<file path="config.mk">
export PLATFORM = sky130hd
export DESIGN_NAME = xmw_ram
export DESIGN_NICKNAME = d
export VERILOG_FILES = /design/src/rtl/xmw_pkg.sv /design/src/rtl/xmw_bank.sv /design/src/rtl/xmw_xor_fold.sv /design/src/rtl/xmw_rdreg.sv /design/src/rtl/xmw_ram.sv
export SDC_FILE = /design/constraint.sdc
export NUM_CORES = 1
export LEC_CHECK = 0
export ABC_CLOCK_PERIOD_IN_PS = 3100
export CORE_ASPECT_RATIO = 1.5
export CORE_MARGIN = 2
export CORE_UTILIZATION = 50
export DETAILED_ROUTE_END_ITERATION = 8
export PLACE_DENSITY_LB_ADDON = 0.1
export SETUP_SLACK_MARGIN = 0.2
export SKIP_LAST_GASP = 1
export SLEW_MARGIN = 20
export SYNTH_ARGS = -nofsm -noshare
export SYNTH_HDL_FRONTEND = slang
export SYNTH_HIERARCHICAL = 1
export SYNTH_SLANG_ARGS = --single-unit
export TNS_END_PERCENT = 100
</file>
<file path="constraint.sdc">
create_clock -name clk -period 3.1 [get_ports clk]
set_input_delay 0.31 -clock clk [delete_from_list [all_inputs] [get_ports clk]]
set_output_delay 0.31 -clock clk [all_outputs]
set_load 0.01 [all_outputs]
</file>
<file path="src/rtl/xmw_pkg.sv">
package xmw_pkg;
  // Default sizes shared by the RAM, its checker and the bench
  localparam int unsigned XMW_DW_DEFAULT    = 8;
  localparam int unsigned XMW_DEPTH_DEFAULT = 16;
  localparam int unsigned XMW_NWR_DEFAULT   = 3;
  localparam int unsigned XMW_NRO_DEFAULT   = 1;
endpackage

</file>
<file path="src/rtl/xmw_bank.sv">
// One storage bank: a single write port, NTAP combinational read taps.
module xmw_bank #(
  parameter int unsigned DW    = 8,
  parameter int unsigned DEPTH = 16,
  parameter int unsigned NTAP  = 4,
  localparam int unsigned AW   = $clog2(DEPTH)
) (
  input  logic                      clk,
  input  logic                      we,
  input  logic [AW-1:0]             waddr,
  input  logic [DW-1:0]             wdata,
  input  logic [NTAP-1:0][AW-1:0]   taddr,
  output logic [NTAP-1:0][DW-1:0]   tdata
);

  logic [DW-1:0] mem [DEPTH];

  initial begin
    for (int i = 0; i < int'(DEPTH); i++) mem[i] = '0;
  end

  always_ff @(posedge clk) begin
    if (we) mem[waddr] <= wdata;
  end

  for (genvar t = 0; t < int'(NTAP); t++) begin : g_tap
    assign tdata[t] = mem[taddr[t]];
  end

endmodule

</file>
<file path="src/rtl/xmw_xor_fold.sv">
// XOR of N words.
module xmw_xor_fold #(
  parameter int unsigned DW = 8,
  parameter int unsigned N  = 3
) (
  input  logic [N-1:0][DW-1:0] terms,
  output logic [DW-1:0]        folded
);

  always_comb begin
    folded = '0;
    for (int i = 0; i < int'(N); i++) folded = folded ^ terms[i];
  end

endmodule

</file>
<file path="src/rtl/xmw_rdreg.sv">
// Output register stage for all read ports, synchronous active-high reset.
module xmw_rdreg #(
  parameter int unsigned DW = 8,
  parameter int unsigned NP = 4
) (
  input  logic                  clk,
  input  logic                  rst,
  input  logic [NP-1:0][DW-1:0] d,
  output logic [NP-1:0][DW-1:0] q
);

  always_ff @(posedge clk) begin
    if (rst) q <= '0;
    else     q <= d;
  end

endmodule

</file>
<file path="src/rtl/xmw_ram.sv">
// Multi-write-port RAM built from single-writer banks with XOR coding.
module xmw_ram
  import xmw_pkg::*;
#(
  parameter int unsigned DW    = XMW_DW_DEFAULT,
  parameter int unsigned DEPTH = XMW_DEPTH_DEFAULT,
  parameter int unsigned NWR   = XMW_NWR_DEFAULT,
  parameter int unsigned NRO   = XMW_NRO_DEFAULT,
  localparam int unsigned AW   = $clog2(DEPTH)
) (
  input  logic                   clk,
  input  logic                   rst,
  input  logic [NWR-1:0]         wr_en,
  input  logic [NWR-1:0][AW-1:0] rw_addr,
  input  logic [NWR-1:0][DW-1:0] wr_data,
  input  logic [NRO-1:0][AW-1:0] ro_addr,
  output logic [NWR-1:0][DW-1:0] rw_rdata,
  output logic [NRO-1:0][DW-1:0] ro_rdata
);

  localparam int unsigned NP = NWR + NRO;

  // Port p < NWR is a read/write port, the rest are read-only
  logic [NP-1:0][AW-1:0]           tap_addr;
  logic [NWR-1:0][NP-1:0][DW-1:0]  bank_rd;   // [bank][port]
  logic [NP-1:0][NWR-1:0][DW-1:0]  by_port;   // [port][bank]
  logic [NP-1:0][DW-1:0]           port_xor;  // decoded value per port
  logic [NWR-1:0][DW-1:0]          enc;       // coded write word per bank
  logic [NP-1:0][DW-1:0]           rd_all;

  assign tap_addr = {ro_addr, rw_addr};

  for (genvar b = 0; b < int'(NWR); b++) begin : g_bank
    xmw_bank #(.DW(DW), .DEPTH(DEPTH), .NTAP(NP)) u_bank (
      .clk   (clk),
      .we    (wr_en[b]),
      .waddr (rw_addr[b]),
      .wdata (enc[b]),
      .taddr (tap_addr),
      .tdata (bank_rd[b])
    );
    for (genvar p = 0; p < int'(NP); p++) begin : g_xpose
      assign by_port[p][b] = bank_rd[b][p];
    end
  end

  for (genvar p = 0; p < int'(NP); p++) begin : g_dec
    xmw_xor_fold #(.DW(DW), .N(NWR)) u_fold (
      .terms  (by_port[p]),
      .folded (port_xor[p])
    );
  end

  // Removing the writer's own bank term from the full XOR leaves the
  // XOR of every other bank at that address.
  for (genvar k = 0; k < int'(NWR); k++) begin : g_enc
    assign enc[k] = wr_data[k] ^ port_xor[k] ^ bank_rd[k][k];
  end

  xmw_rdreg #(.DW(DW), .NP(NP)) u_rdreg (
    .clk (clk),
    .rst (rst),
    .d   (port_xor),
    .q   (rd_all)
  );

  assign rw_rdata = rd_all[NWR-1:0];
  assign ro_rdata = rd_all[NP-1:NWR];

endmodule

</file>
==> metrics <==
CTS Hold Bufs=0; PortBufs=76; P_int=12400 µW; vias per inst=7.18; die width=191 µm; Post-synth EDFFs=384; initial antenna violation count=0; final core utilization=60.5%; worst hold margin=572 ps; synth top area cells=edfxtp_1 (44%), mux4_2 (18%), mux4_1 (17%); Slew @ Worst Pin=1150 ps; total gr overflow=0; Tmin final=2870 ps; final count of pins violating max slew=0; total core area=52300 µm²; cell area after synthesis=26300 µm²; Root Driver=clkbuf_16; Gate power share=25.5%; Fmax=348 MHz; Slew headroom=23.4%; Starting Density=50.3%; critical path peak fanout=16; most instantiated library cell after synthesis=edfxtp_1; sequential share of power=42.9%; type of destination of the critical path=flop; floorplan row count=103; placed insts=2373; CTS Buf Count=42; Worst EP required=3400 ps; clock latency on the worst-skew pair=590 ps; synth warn=6; first-pass GRT wire length=128000 µm; register area share after synthesis=46.2%; number of global-route vias before repair=17600; Final period util=92.6%; GRT Util Overall=34.0%; most frequent cell on the critical path=buf_4; Finished Cell Area=31700 µm²; Switching Share=27.0%; Most used DFF post-synth=edfxtp_1; RePlAce Congestion=0.974; diodes inserted=0; Sw Pwr=4600 µW; Final Net Count=1781; final cell count without fillers=2450; CTS H-tree depth=2; VDD IR-drop max=406 µV; clk sink count=416; Pwr Total=17000 µW; post-detailed-route count of antenna-violating nets=0; status=complete, no violations; RSZ-0062 raised after global routing=no; die area=54500 µm²; Post-DP HPWL=67600 µm; largest net degree at the start of global routing=38; syn avg cell area=18.6 µm²; Pre-Repair DR Iteration Count=6; DRC violation count after routing=0; final hold violation count=0; Synth Net Count=1461; Hold Crit Class=in -> reg; clock tree buffer depth=3; routed via count=17600; Clock Power Share=31.6%; Worst Skew=31.5 ps; crit path cell chain=clkdlybuf4s50_1 -> buf_12 -> buf_4 -> nor2_1 -> buf_4 -> a22oi_1 -> nand2_1 -> xor3_1 -> xor3_1 -> buf_4; top post-synthesis cells by count=edfxtp_1 (384), mux4_2 (210), a22oi_1 (192); I/O Pins=77; CP max-delay cell=clkdlybuf4s50_1; crit start category=primary input; top-area cell type share of the netlist area=43.8%; hold path cells=4; Routed WL=91800 µm; TritonCTS clock tree=built; Unique masters post-synth=23; final setup fails=0; Clock transition at path regs=60 ps; power density cells=537 nW/µm²; FFs w/ async S/R, synth=0%; drt wl/cell=37.5 µm; Yosys top cell by area=edfxtp_1; share of layout cells above drive strength 1=35.4%; cells on worst reg2reg path=7; P_leak=0.0116 µW; Seq cells post-synth=416; Setup Crit Path Kind=in -> reg; Die H=285 µm; DP Area=30200 µm²; Critical Path AT=3170 ps; Mapped Cells=1416; # Max-Cap Violations=0; DR iter-0 viols=2039; CP max stage delay=450 ps; Syn-to-layout area delta=20.3%
[timing repair]
item | CTS | global route
setup endpoints to repair | 16 | 48
gates resized for setup | 3 | 3
setup buffers | 0 | 1
[area by class of cell]
class,instances,area [µm²]
clock buffers,53,1140
repair buffers,399,3930
multi-input cells,877,13300
fillers,3892,20700
well taps,682,853
clock inverters,23,297
flip-flops and latches,416,12200
[power by group through the flow]
stage	combinational, µW	clock [µW]	sequential (µW)
finish	4330	5380	7300
global route	4510	5610	7320
CTS	4290	5450	7300
detailed placement	4270	0	7420
global placement	4210	0	7390
floorplan	2270	0	7420
[cell usage in the layout, fill, tap and decap left out, drive strengths merged, types with 6 or more instances in the layout]
cell	netlist	layout
xor3	56	56
dfxtp	32	32
edfxtp	384	384
and2b	6	6
clkdlybuf4s50	0	68
buf	93	331
nand2b	6	6
and2	12	12
nor3	12	12
nor2b	50	50
nand3b	6	6
nand2	99	99
bufinv	0	6
nor2	48	48
clkinv	0	10
mux4	384	384
clkbuf	12	53
a22oi	192	192
[state kept, by name, summed over array words and instances, names as in the netlist]
signal,count
u_rdreg/q,32
g_bank.u_bank/mem,384
[metrics by stage]
stage                     setup WS, ps  TNS, ps
after floorplan                    502        0
final                              230        0
after CTS                          234        0
after global placement            -464   -72730
after detailed placement          -470   -76520
after global routing               201        0
[per-layer routing]
| layer | global-route usage [%] | routed length, µm | vias to the layer above | part of all wire, % |
|---|---|---|---|---|
| li1 | - | - | 6999 | - |
| met1 | 41.3 | 30900 | 9173 | 34 |
| met2 | 57.5 | 46400 | 1175 | 51 |
| met3 | 5.77 | 8440 | 254 | 9.2 |
| met4 | 19.0 | 6030 | 0 | 6.6 |
| met5 | 0 | 0 | - | 0 |
[kinds of logic after synthesis]
kind of cell | after synthesis | share of synthesized area, %
buf+inv | 123 | 3.49
xor+xnor | 56 | 5.06
mux | 384 | 35.3
compound gates | 192 | 5.48
simple gates | 245 | 4.44
flops | 416 | 46.2
[path summary, 6_finish.rpt]
path                               startpoint                           to  slack (ps)
setup / recovery                  rw_addr[11]   g_bank[2].u_bank/mem[2][2]         230
hold / removal                     rw_addr[0]  g_bank[0].u_bank/mem[11][6]         570
setup reg to reg   g_bank[0].u_bank/mem[9][7]   g_bank[2].u_bank/mem[5][7]         250
hold reg to reg   g_bank[2].u_bank/mem[15][6]                u_rdreg/q[30]        1090
[worst max-delay path: cells and delay by family]
kind / cells / cell delay, ps
xor gates and xnor gates: 2 / 810
buffers and inverters: 5 / 1290
AOI/OAI and AO/OA: 1 / 110
and+or+nand+nor: 2 / 640
Note: power is estimated with default switching activity, not from simulation.
